$ cat config.mk
export PLATFORM = sky130hd
export DESIGN_NAME = rnmi_trap_ctrl
export DESIGN_NICKNAME = d
export VERILOG_FILES = /design/src/rtl/rnmi_pkg.sv /design/src/rtl/rnmi_pend_arb.sv /design/src/rtl/rnmi_trap_vec.sv /design/src/rtl/rnmi_shadow_regs.sv /design/src/rtl/rnmi_trap_ctrl.sv
export SDC_FILE = /design/constraint.sdc
export NUM_CORES = 1
export LEC_CHECK = 0
export ABC_AREA = 1
export BUFFER_PORTS_ARGS = -buffer_cell sky130_fd_sc_hd__buf_2
export CORE_AREA = 2 2 158 160
export DETAILED_ROUTE_END_ITERATION = 16
export DIE_AREA = 0 0 160 162
export HOLD_SLACK_MARGIN = 0.1
export SYNTH_ARGS = -nofsm -noshare
export SYNTH_HDL_FRONTEND = slang
export SYNTH_SLANG_ARGS = --single-unit
$ cat constraint.sdc
create_clock -name clk -period 4.9 [get_ports clk]
set_input_delay 0.49 -clock clk [delete_from_list [all_inputs] [get_ports clk]]
set_output_delay 0.49 -clock clk [all_outputs]
set_load 0.01 [all_outputs]
$ cat src/rtl/rnmi_pkg.sv
// Shared definitions for the resumable NMI trap controller.
// Assumes privilege encoding 0 = U, 1 = S, 3 = M.
package rnmi_pkg;
    localparam logic [1:0] PRIV_S = 2'd1;
    localparam logic [1:0] PRIV_M = 2'd3;

    // Fixed field positions inside the shadow status register
    localparam int ST_NMIE_BIT = 3;
    localparam int ST_PV_BIT   = 7;
    localparam int ST_PP_LO    = 11;

    // Number of causes covered by the delegation masks
    localparam int DELEG_W = 64;

    typedef enum logic [1:0] {
        TK_NONE = 2'd0,
        TK_EXC  = 2'd1,
        TK_RNMI = 2'd2,
        TK_IRQ  = 2'd3
    } take_e;
endpackage

$ cat src/rtl/rnmi_pend_arb.sv
// Pending register plus lowest-index arbiter for the resumable NMI lines.
// Assumes the request lines are already synchronous to clk.
module rnmi_pend_arb #(
    parameter int N_SRC = 16,
    localparam int IDX_W = (N_SRC > 1) ? $clog2(N_SRC) : 1
) (
    input  logic             clk,
    input  logic             rst_n,
    input  logic [N_SRC-1:0] req,
    output logic [N_SRC-1:0] pend,
    output logic             any,
    output logic [IDX_W-1:0] idx
);
    // Pending bits follow the request levels
    always_ff @(posedge clk) begin
        if (!rst_n) pend <= '0;
        else        pend <= req;
    end

    // Lowest set bit wins: scan downward so the last hit is the lowest
    always_comb begin
        idx = '0;
        for (int i = N_SRC - 1; i >= 0; i--) begin
            if (pend[i]) idx = IDX_W'(i);
        end
        any = |pend;
    end


    lowest_wins_chk: assert property (@(posedge clk) disable iff (!rst_n)
        any |-> (pend[idx] &&
                 ((pend & (({{(N_SRC-1){1'b0}}, 1'b1} << idx) - 1'b1)) == '0)));
endmodule

$ cat src/rtl/rnmi_trap_vec.sv
// Vector address calculation for an ordinary trap vector register.
// Assumes mode 1 in the low two bits means vectored interrupts.
module rnmi_trap_vec #(
    parameter int XLEN    = 32,
    parameter int CAUSE_W = 7
) (
    input  logic [XLEN-1:0]    base,
    input  logic [CAUSE_W-1:0] cause,
    input  logic               is_async,
    output logic [XLEN-1:0]    pc
);
    logic [XLEN-1:0] offs;

    // Offset only for interrupts in vectored mode
    always_comb begin
        offs = (is_async && base[1:0] == 2'b01) ? (XLEN'(cause) << 2) : '0;
        pc   = {base[XLEN-1:2], 2'b00} + offs;
    end
endmodule

$ cat src/rtl/rnmi_shadow_regs.sv
// Shadow status, cause and exception-PC registers for resumable NMIs.
// Assumes enter is only raised while the enable bit is set.
module rnmi_shadow_regs
    import rnmi_pkg::*;
#(
    parameter int XLEN  = 32,
    parameter int IDX_W = 4
) (
    input  logic             clk,
    input  logic             rst_n,
    input  logic             enter,
    input  logic             nmie_set,
    input  logic [1:0]       cur_priv,
    input  logic             cur_virt,
    input  logic [XLEN-1:0]  cur_pc,
    input  logic [IDX_W-1:0] idx,
    output logic             nmie,
    output logic [XLEN-1:0]  status,
    output logic [XLEN-1:0]  cause,
    output logic [XLEN-1:0]  epc
);
    logic       pv_q;
    logic [1:0] pp_q;

    // Entry saves the hart context; the side-band port re-enables
    always_ff @(posedge clk) begin
        if (!rst_n) begin
            nmie  <= 1'b1;
            pv_q  <= 1'b0;
            pp_q  <= 2'b00;
            cause <= '0;
            epc   <= '0;
        end else if (enter) begin
            nmie  <= 1'b0;
            pv_q  <= cur_virt;
            pp_q  <= cur_priv;
            cause <= {1'b1, {(XLEN-1-IDX_W){1'b0}}, idx};
            epc   <= cur_pc;
        end else if (nmie_set) begin
            nmie  <= 1'b1;
        end
    end

    // Assemble the status word from its fields
    always_comb begin
        status = '0;
        status[ST_NMIE_BIT]          = nmie;
        status[ST_PV_BIT]            = pv_q;
        status[ST_PP_LO +: 2]        = pp_q;
    end


    cause_msb_chk: assert property (@(posedge clk) disable iff (!rst_n)
        $fell(nmie) |-> cause[XLEN-1]);


    reenable_chk: assert property (@(posedge clk) disable iff (!rst_n)
        ($past(nmie_set) && !$past(enter)) |-> nmie);
endmodule

$ cat src/rtl/rnmi_trap_ctrl.sv
// Trap controller: decides between exceptions, resumable NMIs and ordinary
// interrupts, routes them to a privilege and vector, and registers the result.
// Assumes irq_valid is already masked by the ordinary interrupt enables.
module rnmi_trap_ctrl
    import rnmi_pkg::*;
#(
    parameter int          XLEN    = 32,
    parameter int          N_SRC   = 16,
    parameter int          CAUSE_W = 7,
    parameter logic [63:0] IRQ_VEC = 64'h0,
    parameter logic [63:0] EXC_VEC = 64'h0
) (
    input  logic               clk,
    input  logic               rst_n,
    input  logic [N_SRC-1:0]   nmi_req,
    input  logic [XLEN-1:0]    cur_pc,
    input  logic [1:0]         cur_priv,
    input  logic               cur_virt,
    input  logic               exc_valid,
    input  logic [CAUSE_W-1:0] exc_cause,
    input  logic               irq_valid,
    input  logic [CAUSE_W-1:0] irq_cause,
    input  logic [63:0]        edeleg,
    input  logic [63:0]        ideleg,
    input  logic [XLEN-1:0]    mtvec,
    input  logic [XLEN-1:0]    stvec,
    input  logic               nmie_set,
    output logic               trap_taken,
    output logic [XLEN-1:0]    next_pc,
    output logic [1:0]         next_priv,
    output logic               intr_pend,
    output logic [N_SRC-1:0]   nmi_pend,
    output logic [XLEN-1:0]    mnstatus,
    output logic [XLEN-1:0]    mncause,
    output logic [XLEN-1:0]    mnepc
);
    localparam int IDX_W = (N_SRC > 1) ? $clog2(N_SRC) : 1;
    localparam logic [XLEN-1:0] IRQ_PC = IRQ_VEC[XLEN-1:0];
    localparam logic [XLEN-1:0] EXC_PC = EXC_VEC[XLEN-1:0];

    logic               pend_any;
    logic [IDX_W-1:0]   pend_idx;
    logic               nmie;
    take_e              kind;
    logic [CAUSE_W-1:0] t_cause;
    logic               t_async;
    logic               to_s;
    logic [XLEN-1:0]    m_pc, s_pc, pc_d;
    logic [63:0]        dmask;

    rnmi_pend_arb #(.N_SRC(N_SRC)) u_arb (
        .clk(clk), .rst_n(rst_n), .req(nmi_req),
        .pend(nmi_pend), .any(pend_any), .idx(pend_idx)
    );

    rnmi_shadow_regs #(.XLEN(XLEN), .IDX_W(IDX_W)) u_shadow (
        .clk(clk), .rst_n(rst_n), .enter(kind == TK_RNMI),
        .nmie_set(nmie_set), .cur_priv(cur_priv), .cur_virt(cur_virt),
        .cur_pc(cur_pc), .idx(pend_idx), .nmie(nmie),
        .status(mnstatus), .cause(mncause), .epc(mnepc)
    );

    rnmi_trap_vec #(.XLEN(XLEN), .CAUSE_W(CAUSE_W)) u_mvec (
        .base(mtvec), .cause(t_cause), .is_async(t_async), .pc(m_pc)
    );

    rnmi_trap_vec #(.XLEN(XLEN), .CAUSE_W(CAUSE_W)) u_svec (
        .base(stvec), .cause(t_cause), .is_async(t_async), .pc(s_pc)
    );

    // Pick the trap kind: exception, then resumable NMI, then ordinary
    always_comb begin
        if (exc_valid)               kind = TK_EXC;
        else if (nmie && pend_any)   kind = TK_RNMI;
        else if (nmie && irq_valid)  kind = TK_IRQ;
        else                         kind = TK_NONE;
        intr_pend = nmie && (pend_any || irq_valid);
    end

    // Route to a privilege and compute the target PC
    always_comb begin
        t_async = (kind == TK_IRQ);
        t_cause = exc_valid ? exc_cause : irq_cause;
        dmask   = t_async ? ideleg : edeleg;
        to_s    = (kind == TK_EXC || kind == TK_IRQ) && (cur_priv <= PRIV_S) &&
                  ((t_cause >> 6) == '0) && dmask[t_cause[5:0]];
        if (kind == TK_RNMI)              pc_d = IRQ_PC;
        else if (to_s)                    pc_d = s_pc;
        else if (kind == TK_EXC && !nmie) pc_d = EXC_PC;
        else                              pc_d = m_pc;
    end

    // Register the trap outcome on the decision edge
    always_ff @(posedge clk) begin
        if (!rst_n) begin
            trap_taken <= 1'b0;
            next_pc    <= '0;
            next_priv  <= PRIV_M;
        end else begin
            trap_taken <= (kind != TK_NONE);
            if (kind != TK_NONE) begin
                next_pc   <= pc_d;
                next_priv <= to_s ? PRIV_S : PRIV_M;
            end
        end
    end


    masked_no_irq_chk: assert property (@(posedge clk) disable iff (!rst_n)
        (trap_taken && !$past(nmie)) |-> $past(exc_valid));


    entry_vector_chk: assert property (@(posedge clk) disable iff (!rst_n)
        $fell(nmie) |-> (trap_taken && next_pc == IRQ_PC && next_priv == PRIV_M));


    masked_exc_vec_chk: assert property (@(posedge clk) disable iff (!rst_n)
        (trap_taken && $past(exc_valid) && !$past(nmie) && next_priv == PRIV_M)
            |-> next_pc == EXC_PC);
endmodule

==> results of run 1 <==
-- layout make-up --
| type | instances | area, um2 |
|---|---|---|
| Tap cell | 324 | 405 |
| Sequential cell | 89 | 1780 |
| Inverter | 97 | 364 |
| Timing Repair Buffer | 365 | 1860 |
| Clock inverter | 6 | 72.6 |
| Multi-Input combinational cell | 930 | 4450 |
| Clock buffer | 10 | 239 |
| Fill cell | 2736 | 14900 |
-- Yosys cell counts, types with 5 or more instances --
library cell,number,area share
xnor2_1,10,0.012
a21oi_1,56,0.039
clkbuf_1,34,0.018
nor2_1,142,0.075
nand3b_1,5,0.0053
nor3_1,15,0.011
xor2_1,19,0.023
buf_2,11,0.0077
nand4_1,9,0.0079
nand2_1,281,0.15
dfxtp_1,89,0.25
buf_4,67,0.071
nand3_1,216,0.15
nor4_1,5,0.0044
ha_1,14,0.025
inv_1,91,0.048
o21ai_0,60,0.042
-- worst paths after layout --
path / start / to / slack, ns / depth (start not counted)
worst min register to register: u_shadow.cause[3] / u_shadow.cause[3] / 0.46 / 2
worst max-delay path: u_arb.pend[1] / next_pc[26] / 0.83 / 24
worst max register to register: u_arb.pend[1] / next_pc[26] / 0.83 / 24
worst min-delay path: nmi_req[5] / u_arb.pend[5] / 0.32 / 3
-- through the flow --
stage | power [mW] | util | hold WS, ns
3_5_place_dp | 1.39 | 0.368 | 0.452
3_3_place_gp | 1.39 | 0.368 | 0.439
4_1_cts | 2.14 | 0.380 | 0.305
5_1_grt | 2.24 | 0.380 | 0.319
2_1_floorplan | 1.16 | - | 0.472
6_report | 2.12 | 0.380 | 0.318
-- critical path, delay by kind of cell, from the launching register on --
kind            cells  cell delay, ns
compound gates      2            0.15
buf+inv             3            0.24
flops               1            0.33
fa+ha+maj           2            0.56
xor+xnor            1            0.13
simple gates       16            2.49
-- logic make-up after synthesis --
logic type	count (synthesis)	share of synthesized area
and+or+nand+nor	687	0.420
buffers and inverters	215	0.155
AOI/OAI and AO/OA	139	0.106
DFF	89	0.251
xor gates and xnor gates	29	0.0357
adders and majority gates	16	0.0303
other	2	0.00106
muxes	1	0.00141
-- state kept, by name (all words and copies together) (netlist names) --
signal / cells
u_shadow.cause: 5
u_arb.pend: 16
trap_taken: 1
u_shadow.pp_q: 2
next_pc: 30
next_priv: 1
u_shadow.pv_q: 1
u_shadow.nmie: 1
u_shadow.epc: 32
-- power groups by stage --
stage | logic [mW] | clock network [mW] | registers (mW)
final | 0.575 | 0.741 | 0.800
after global routing | 0.638 | 0.796 | 0.806
after CTS | 0.578 | 0.763 | 0.800
after detailed placement | 0.575 | 0 | 0.816
after global placement | 0.575 | 0 | 0.815
after floorplan | 0.325 | 0 | 0.838
-- layer usage --
layer,up-vias,share of wire
met4,0,0.018
met2,345,0.49
met3,38,0.071
met1,3843,0.42
met5,-,0
li1,4352,-
==> impl_metrics.csv, run 1 <==
group,metric,value,unit
run_status,outcome,"complete, no violations",
final_layout,final_cell_mix,"buf_2, nand2_1, nand3_1",
synthesis,synth_cells,1178,
setup_path,worstPathMaxFanout,7,
drt,drt_iter0_markers,770,
sta,rsz0062_at_grt,"false",
clock_tree,post_cts_buffers,0,
sta,finalSetupTns,0,ns
global_routing,grt_pass1_vias,8029,
power,powerDensity,231,nW/um2
setup_path,startpoint_type,"flop",
global_routing,grt_max_degree,66,
clock_tree,worstSkewPairLatency,0.35,ns
global_routing,grt_pass1_wl,42.6,mm
synthesis,synth_warnings,0,
placement,portBuffers,351,
floorplanning,fp.dieW,160,um
setup_path,path_cells,"nor2_1 > nand2_1 > nor2_4 > nand4_4 > nor3b_1 > inv_1 > nor2_1 > ha_1 > inv_1 > fa_1 > nand3b_1 > nor2_1 > nor2_1 > inv_1 > a21oi_1 > nor2_1 > nand3_1 > nor2_1 > nand3_1 > nor2_1 > xnor2_1 > nand3_1 > nand3_1 > a21oi_1",
power,p_sw_frac,0.334,
clock_tree,h-tree-depth,3,
final_layout,final_cells,1821,
power,p_leak,4.88,nW
floorplanning,ios,410,
clock_tree,clk_pin_slew,0.07,ns
worst_hold_path,min_path_type,"in2reg",
drt,via_per_inst,4.71,
drt,drc_errors,0,
global_routing,grt_antenna_before_repair,0,
placement,dp_cells,1805,
power,vdd_drop_max,0.163,mV
sta,skew,0.0114,ns
placement,dp_hpwl,22.2,mm
setup_path,cpPeakStageDelay,0.38,ns
setup_path,crit_path_frequent_cell,"nor2_1",
setup_path,criticalPathCategory,"reg2reg",
floorplanning,core_area,24100,um2
synthesis,synth_top_flop_cell,"dfxtp_1",
clock_tree,tritoncts.num_buffers,9,
final_layout,drive_above_1_share,0.267,
sta,max_slew.worst_pin.slew,1.18,ns
global_routing,track_usage,0.205,
clock_tree,root_buffer,"clkbuf_16",
power,p_sw,0.706,mW
sta,period_minus_slack,4.07,ns
power,clkPwrFrac,0.350,
synthesis,synth-async-reset-ratio,0,
clock_tree,clkSinkCount,89,
final_layout,finalInstanceArea,9170,um2
global_routing,grt-busiest-layer,"met2",
floorplanning,rows,57,
setup_path,critPathSlowestCell,"fa_1",
placement,placed_area,8860,um2
power,pwr-share-comb,0.272,
final_layout,nNetsFinal,1770,
synthesis,synth-edff-count,0,
drt,drt-total-wl,27.8,mm
clock_tree,clockBufferDepth,2,
clock_tree,cts_tree,"done",
drt,vias,8578,
synthesis,syn_avg_cell_area,6.03,um2
drt,drt_pass1_iterations,5,
final_layout,num_antenna_cells,0,
global_routing,use_met3,0.0414,
power,intPower,1.41,mW
drt,antenna_left,0,
setup_path,endpoint_kind,"flop",
sta,slew_headroom,0.209,
setup_path,cp.arrival,4.25,ns
global_routing,use_met1,0.257,
synthesis,yosysSeqAreaShare,0.251,
floorplanning,die-area,25900,um2
global_routing,grt.met2_usage,0.361,
drt,routedWlPerCell,15.2,um
final_layout,layout_commonest_cell,"buf_2",
sta,slew_violations,0,
placement,gp_congestion,0.947,
floorplanning,start_util,0.295,
sta,fin_ws,0.835,ns
sta,fmax,246,MHz
sta,setup_viol,0,
clock_tree,cts_hold_buffers,0,
flow_run,cap_violations,0,
clock_tree,cts_resized,0,
sta,finalHoldViolations,0,
power,pwr-share-seq,0.378,
final_layout,area_growth,29.0,%
sta,timing.final.crit_share,0.830,
setup_path,required,5.09,ns
floorplanning,fp.dieH,162,um
synthesis,ys_ff_latch,89,
synthesis,synth_area,7110,um2
global_routing,grt_overflow,0,
synthesis,synth_cell_types,43,
placement,place_ws,0.596,ns
Note: power is estimated with default switching activity, not from simulation.
==> run 2, diff against run 1 <==
--- a/config.mk
+++ b/config.mk
@@ -5,11 +5,11 @@
 export SDC_FILE = /design/constraint.sdc
 export NUM_CORES = 1
 export LEC_CHECK = 0
-export ABC_AREA = 1
+export ABC_AREA = 0
 export BUFFER_PORTS_ARGS = -buffer_cell sky130_fd_sc_hd__buf_2
-export CORE_AREA = 2 2 158 160
+export CORE_AREA = 2 2 157 159
 export DETAILED_ROUTE_END_ITERATION = 16
-export DIE_AREA = 0 0 160 162
+export DIE_AREA = 0 0 159 161
 export HOLD_SLACK_MARGIN = 0.1
 export SYNTH_ARGS = -nofsm -noshare
 export SYNTH_HDL_FRONTEND = slang
==> constraint.sdc (replaced) <==
create_clock -name clk -period 3.9 [get_ports clk]
set_input_delay 0.39 -clock clk [delete_from_list [all_inputs] [get_ports clk]]
set_output_delay 0.39 -clock clk [all_outputs]
set_load 0.01 [all_outputs]
==> run 2 against run 1 <==
Clock skew is essentially flat. Die area shrank 1.2%. First-iteration DRC count fell by 13%. Sequential power is 25% higher. Clock-buffer cell count fell by 1. Cell area increased by 3.1%. Clock power is 28% higher.
==> impl_metrics.csv, run 2 <==
group,metric,value,unit
clock_tree,h-tree-depth,3,
setup_path,endpoint_kind,"flop",
final_layout,fillers,2552,
synthesis,syn_avg_cell_area,7.93,um2
synthesis,synth_cells,888,
global_routing,grt_max_degree,62,
sta,slew_violations,0,
worst_hold_path,min_path_cells,2,
clock_tree,clkSinkCount,89,
run_status,outcome,"complete, no violations",
synthesis,ys_ff_latch,89,
global_routing,track_usage,0.207,
clock_tree,clk_pin_slew,0.07,ns
sta,slew_headroom,0.512,
floorplanning,rows,57,
power,vdd_drop_max,0.177,mV
floorplanning,core_area,24000,um2
sta,setup_viol,0,
final_layout,top_register,"u_shadow.epc",
global_routing,grt_antenna_before_repair,2,
setup_path,criticalPathCategory,"reg2reg",
drt,routedWlPerCell,17.4,um
placement,gp_congestion,0.905,
power,fin_total_pwr,2.65,mW
setup_path,rrSetupSlack,0.38,ns
sta,max_slew.worst_pin.slew,0.725,ns
floorplanning,fp.dieW,159,um
power,powerDensity,280,nW/um2
setup_path,r2r_end,"next_pc[28]",
synthesis,synth_most_common_cell,"nand2_1",
setup_path,startpoint_type,"flop",
drt,drt_iter0_markers,670,
drt,antenna_left,0,
floorplanning,ios,410,
power,p_leak,4.32,nW
synthesis,synth_top_flop_cell,"dfxtp_1",
setup_path,cp.arrival,3.74,ns
clock_tree,cts_tree,"done",
final_layout,final_cell_mix,"buf_2, nand2_1, dfxtp_1",
worst_hold_path,min_from,"nmi_req[10]",
drt,drc_errors,0,
sta,finalHoldViolations,0,
drt,drt_pass1_iterations,5,
final_layout,layout_commonest_cell,"buf_2",
placement,dp_hpwl,22.5,mm
setup_path,reg2reg_from,"u_arb.pend[8]",
synthesis,synth_area,7040,um2
setup_path,rr_worst_depth,16,
final_layout,area_growth,34.3,%
floorplanning,start_util,0.294,
final_layout,largest_registers,"u_shadow.epc: 32 flops, next_pc: 30 flops, u_arb.pend: 16 flops",
setup_path,worstPathMaxFanout,6,
flow_run,cap_violations,0,
global_routing,grt_pass1_wl,42.0,mm
drt,vias,7798,
synthesis,synth-async-reset-ratio,0,
placement,portBuffers,351,
clock_tree,tritoncts.num_buffers,9,
synthesis,synth-edff-count,0,
clock_tree,worstSkewPairLatency,0.35,ns
floorplanning,die-area,25600,um2
drt,via_per_inst,4.96,
synthesis,ys_top_cells_by_area,"dfxtp_1, nand2_1, buf_4",
sta,skew,0.0110,ns
drt,drt-total-wl,27.3,mm
setup_path,required,4.12,ns
clock_tree,root_buffer,"clkbuf_16",
synthesis,yosysSeqAreaShare,0.253,
final_layout,largest_reg_flops,32,
floorplanning,fp.dieH,161,um
sta,timing.final.crit_share,0.902,
worst_hold_path,worstHoldEndpoint,"u_arb.pend[10]",
sta,period_minus_slack,3.52,ns
synthesis,synth_top_cell_by_area,"dfxtp_1",
synthesis,synth_top_area_frac,0.253,
global_routing,grt_overflow,0,
synthesis,synth.cells.most_frequent,"nand2_1, dfxtp_1, buf_4",
synthesis,synth_cell_types,75,
synthesis,synth_warnings,0,
final_layout,fin_util,0.395,
clock_tree,clockBufferDepth,2,
final_layout,nNetsFinal,1521,
worst_hold_path,min_path_type,"in2reg",
global_routing,grt_pass1_vias,7408,
final_layout,drive_above_1_share,0.379,
sta,fmax,284,MHz
sta,rsz0062_at_grt,"false",
==> run 2: cell types whose count changed after synthesis, moves of 19 or more <==
cell      delta
and2_1      +22
nand2_1    -141
a21oi_1     -32
o21ai_0     -25
inv_1       -63
a21boi_0    +43
nor2_1      -89
a22oi_1     +19
nand3_1    -188
==> run 2: final cells by class <==
class / count / area [um2] / area share
diodes: 1 / 2.50 / 0.000265
clock buffers: 9 / 225 / 0.0238
clock inverters: 6 / 92.6 / 0.00979
inverters: 28 / 105 / 0.0111
multi-input cells: 721 / 4750 / 0.503
flip-flops and latches: 89 / 1780 / 0.188
well taps: 324 / 405 / 0.0429
repair buffers: 394 / 2090 / 0.221
==> run 2: routing by layer <==
metal	wire [um]	GRT usage	up-vias
li1	-	-	3796
met1	12100	0.280	3600
met2	12400	0.332	368
met3	2450	0.0573	32
met4	349	0.0426	2
met5	8	0	-
==> run 2: kinds of logic after synthesis <==
kind of cell | synth area share
AND/OR/NAND/NOR | 0.239
AO/OA/AOI/OAI | 0.269
buffers and inverters | 0.115
flip-flops | 0.253
XOR/XNOR | 0.0647
multiplexers | 0.0275
adder cells (fa/ha/maj) | 0.0306
other | 0.00107
==> run 2: how the worst max path moves through the flow <==
stage	from	end	slack [ns]	cells after the start
2_1_floorplan	exc_valid	next_pc[28]	-0.02	18
3_3_place_gp	u_arb.pend[3]	next_pc[28]	0.05	15
4_1_cts	u_arb.pend[15]	next_pc[28]	0.05	15
3_5_place_dp	u_arb.pend[3]	next_pc[28]	-0.02	15
5_1_grt	u_arb.pend[8]	next_pc[16]	0.007	17
6_report	u_arb.pend[8]	next_pc[28]	0.38	16
==> run 2: timing repair <==
action | CTS | global route
pin swaps | 0 | 5
hold buffers | 0 | 0
cloned | 0 | 0
setup endpoints to repair | 2 | 19
setup buffers | 0 | 6
gates resized for setup | 1 | 8
endpoints found under the hold margin | 0 | 0
==> run 2: per-stage QoR <==
step	hold slack (ns)	setup WS, ns	cell area, um2	TNS, ns	std cells
after floorplan	0.444	-0.0220	7300	-0.0220	944
final	0.240	0.382	9460	0	1572
after CTS	0.217	0.0473	9380	0	1565
after detailed placement	0.445	-0.0228	9050	-0.0228	1550
after global routing	0.230	0.00733	9460	0	1572
after global placement	0.445	0.0465	9050	0	1550
==> run 2: critical path: stages, from the launching register on <==
cell and delay [ns]:
dfxtp_1 0.35, nor4_4 0.39, nand4_4 0.17, nor2_4 0.15, nand3b_1 0.14, or2_2 0.32
fa_1 0.44, nor2b_1 0.12, o21ai_0 0.11, a21oi_1 0.20, o21ai_1 0.12, a21boi_2 0.18
buf_4 0.15, o21ai_4 0.09, nor4_2 0.18, xnor2_1 0.17, o221ai_2 0.11
==> run 2: report_power, final <==
part | switching, mW | total, mW | internal [mW]
logic | 0.400 | 0.700 | 0.301
clock network | 0.386 | 0.948 | 0.561
registers | 0.0350 | 0.999 | 0.964
total | 0.821 | 2.65 | 1.83
==> run 3, diff against run 2 <==
--- a/config.mk
+++ b/config.mk
@@ -6,6 +6,7 @@
 export NUM_CORES = 1
 export LEC_CHECK = 0
 export ABC_AREA = 0
+export ABC_CLOCK_PERIOD_IN_PS = 3900
 export BUFFER_PORTS_ARGS = -buffer_cell sky130_fd_sc_hd__buf_2
 export CORE_AREA = 2 2 157 159
 export DETAILED_ROUTE_END_ITERATION = 16
==> constraint.sdc (replaced) <==
create_clock -name clk -period 3.9 [get_ports clk]
set_input_delay 0.39 -clock clk [delete_from_list [all_inputs] [get_ports clk]]
set_output_delay 0.39 -clock clk [all_outputs]
set_load 0.1 [all_outputs]
==> run 3 against run 2 <==
Cell count is 0.19% higher. Register-to-register slack worse by 0.13 ns. Clock power is 0.6% lower. Critical path depth is 2 higher. Fmax is 3.6% lower. Flip-flop and latch count stayed put. Non-clock buffer count stayed put. Power is 22% higher. Via count is 1.6% higher. Clock skew is 0.00086 ns lower. Critical endpoint unchanged.
==> impl_metrics.csv, run 3 (synthesis results as in run 2) <==
group,metric,value,unit
sta,fin_ws,0.251,ns
clock_tree,worstSkewPairLatency,0.35,ns
placement,gp_congestion,0.939,
drt,routed.top_layer,"met4",
drt,via_per_inst,5.03,
clock_tree,tritoncts.num_buffers,9,
power,powerDensity,340,nW/um2
floorplanning,start_util,0.294,
drt,drt_iter0_markers,551,
final_layout,final_cell_mix,"buf_2, nand2_1, dfxtp_1",
drt,drc_errors,0,
drt,vias,7926,
final_layout,fillers,2537,
power,p_leak,4.33,nW
clock_tree,clkSinkCount,89,
setup_path,worstPathMaxFanout,6,
final_layout,top_register,"u_shadow.epc",
final_layout,layout_commonest_cell,"buf_2",
drt,wl_met2,12.8,mm
drt,antenna_left,0,
sta,slew_headroom,0.409,
global_routing,grt_max_degree,40,
sta,max_slew.worst_pin.slew,0.885,ns
floorplanning,fp.dieW,159,um
drt,drt-total-wl,27.5,mm
drt,routedWlPerCell,17.4,um
worst_hold_path,min_path_cells,2,
setup_path,cp.arrival,3.88,ns
power,vdd_drop_max,0.229,mV
placement,dp_hpwl,22.2,mm
clock_tree,clockBufferDepth,2,
setup_path,endpoint_kind,"flop",
global_routing,grt_antenna_before_repair,2,
sta,period_minus_slack,3.65,ns
drt,drt_pass1_iterations,5,
run_status,outcome,"complete, no violations",
sta,setup_viol,0,
drt,wl_met3,2.14,mm
floorplanning,ios,410,
clock_tree,clk_pin_slew,0.07,ns
placement,portBuffers,351,
final_layout,finalInstanceArea,9500,um2
floorplanning,die-area,25600,um2
final_layout,nNetsFinal,1521,
global_routing,grt_pass1_vias,7634,
setup_path,required,4.13,ns
placement,placed_area,9110,um2
flow_run,cap_violations,0,
setup_path,rr_worst_depth,18,
sta,fmax,274,MHz
floorplanning,rows,57,
sta,finalHoldViolations,0,
final_layout,area_growth,34.9,%
final_layout,multi_input_area,4750,um2
placement,place_ws,-0.0760,ns
floorplanning,fp.dieH,161,um
global_routing,track_usage,0.206,
final_layout,final-seq-area,1830,um2
clock_tree,cts_tree,"done",
drt,m1WireLength,12.1,mm
sta,slew_violations,0,
sta,skew,0.0102,ns
final_layout,largest_registers,"u_shadow.epc: 32 flops, next_pc: 30 flops, u_arb.pend: 16 flops",
sta,finalSetupTns,0,ns
clock_tree,h-tree-depth,3,
floorplanning,core_area,24000,um2
final_layout,drive_above_1_share,0.390,
clock_tree,root_buffer,"clkbuf_16",
sta,timing.final.crit_share,0.936,
global_routing,grt_pass1_wl,41.8,mm
global_routing,grt_overflow,0,
final_layout,largest_reg_flops,32,
worst_hold_path,min_path_type,"in2reg",
setup_path,criticalPathCategory,"reg2reg",
setup_path,startpoint_type,"flop",
==> run 3: what timing repair did <==
action	4_1_cts	5_1_grt
resized for setup	1	6
endpoints found under the hold margin	0	0
hold buffers	0	0
pin swaps	0	7
setup buffers	0	6
endpoints found under the setup margin	4	19
==> run 3: final timing paths <==
| check | startpoint | slack (ns) | endpoint |
|---|---|---|---|
| max | u_arb.pend[4] | 0.25 | next_pc[28] |
| min reg2reg | u_shadow.epc[27] | 0.46 | u_shadow.epc[27] |
| min | nmi_req[0] | 0.24 | u_arb.pend[0] |
| max reg2reg | u_arb.pend[4] | 0.25 | next_pc[28] |
==> run 3: area by class of cell <==
cell class	count	share of cell area
antenna	3	0.000790
clock buffer	11	0.0267
clock inverter	5	0.00632
inverter	28	0.0111
multi-input combinational	721	0.499
sequential	89	0.193
tap	324	0.0427
timing repair buffer	394	0.220
==> run 3: routing by layer <==
metal  track usage  up-vias
met3        0.0462       35
li1              -     3808
met1         0.273     3721
met5             0        -
met4        0.0537        0
met2         0.340      362
==> run 3: worst max-delay path, cell delays in order, from the launching register on <==
cell and delay, ns:
dfxtp_4 0.36, nor4_4 0.40, nand4_4 0.16, nor2_4 0.22, nand3b_1 0.13, nor2_1 0.13
ha_1 0.18, inv_1 0.06, fa_1 0.40, nor2b_1 0.11, o21ai_0 0.11, a21oi_1 0.18
o21ai_1 0.11, a21boi_2 0.22, buf_4 0.17, o21ai_4 0.08, nor4_1 0.24, xnor2_1 0.18
o221ai_2 0.10
==> run 3: power breakdown <==
part           internal, mW  leakage [nW]  switching (mW)
clock                 0.540         0.152           0.402
combinational         0.301          3.44           0.991
sequential            0.961         0.741          0.0360
==> run 3: metrics by stage <==
step	hold slack [ns]	utilization	std cells	total power, mW
floorplan	0.444	-	944	2.01
global placement	0.444	0.380	1550	2.30
detailed placement	0.449	0.380	1550	2.30
CTS	0.227	0.394	1566	3.25
global route	0.231	0.396	1574	3.37
finish	0.240	0.397	1575	3.23
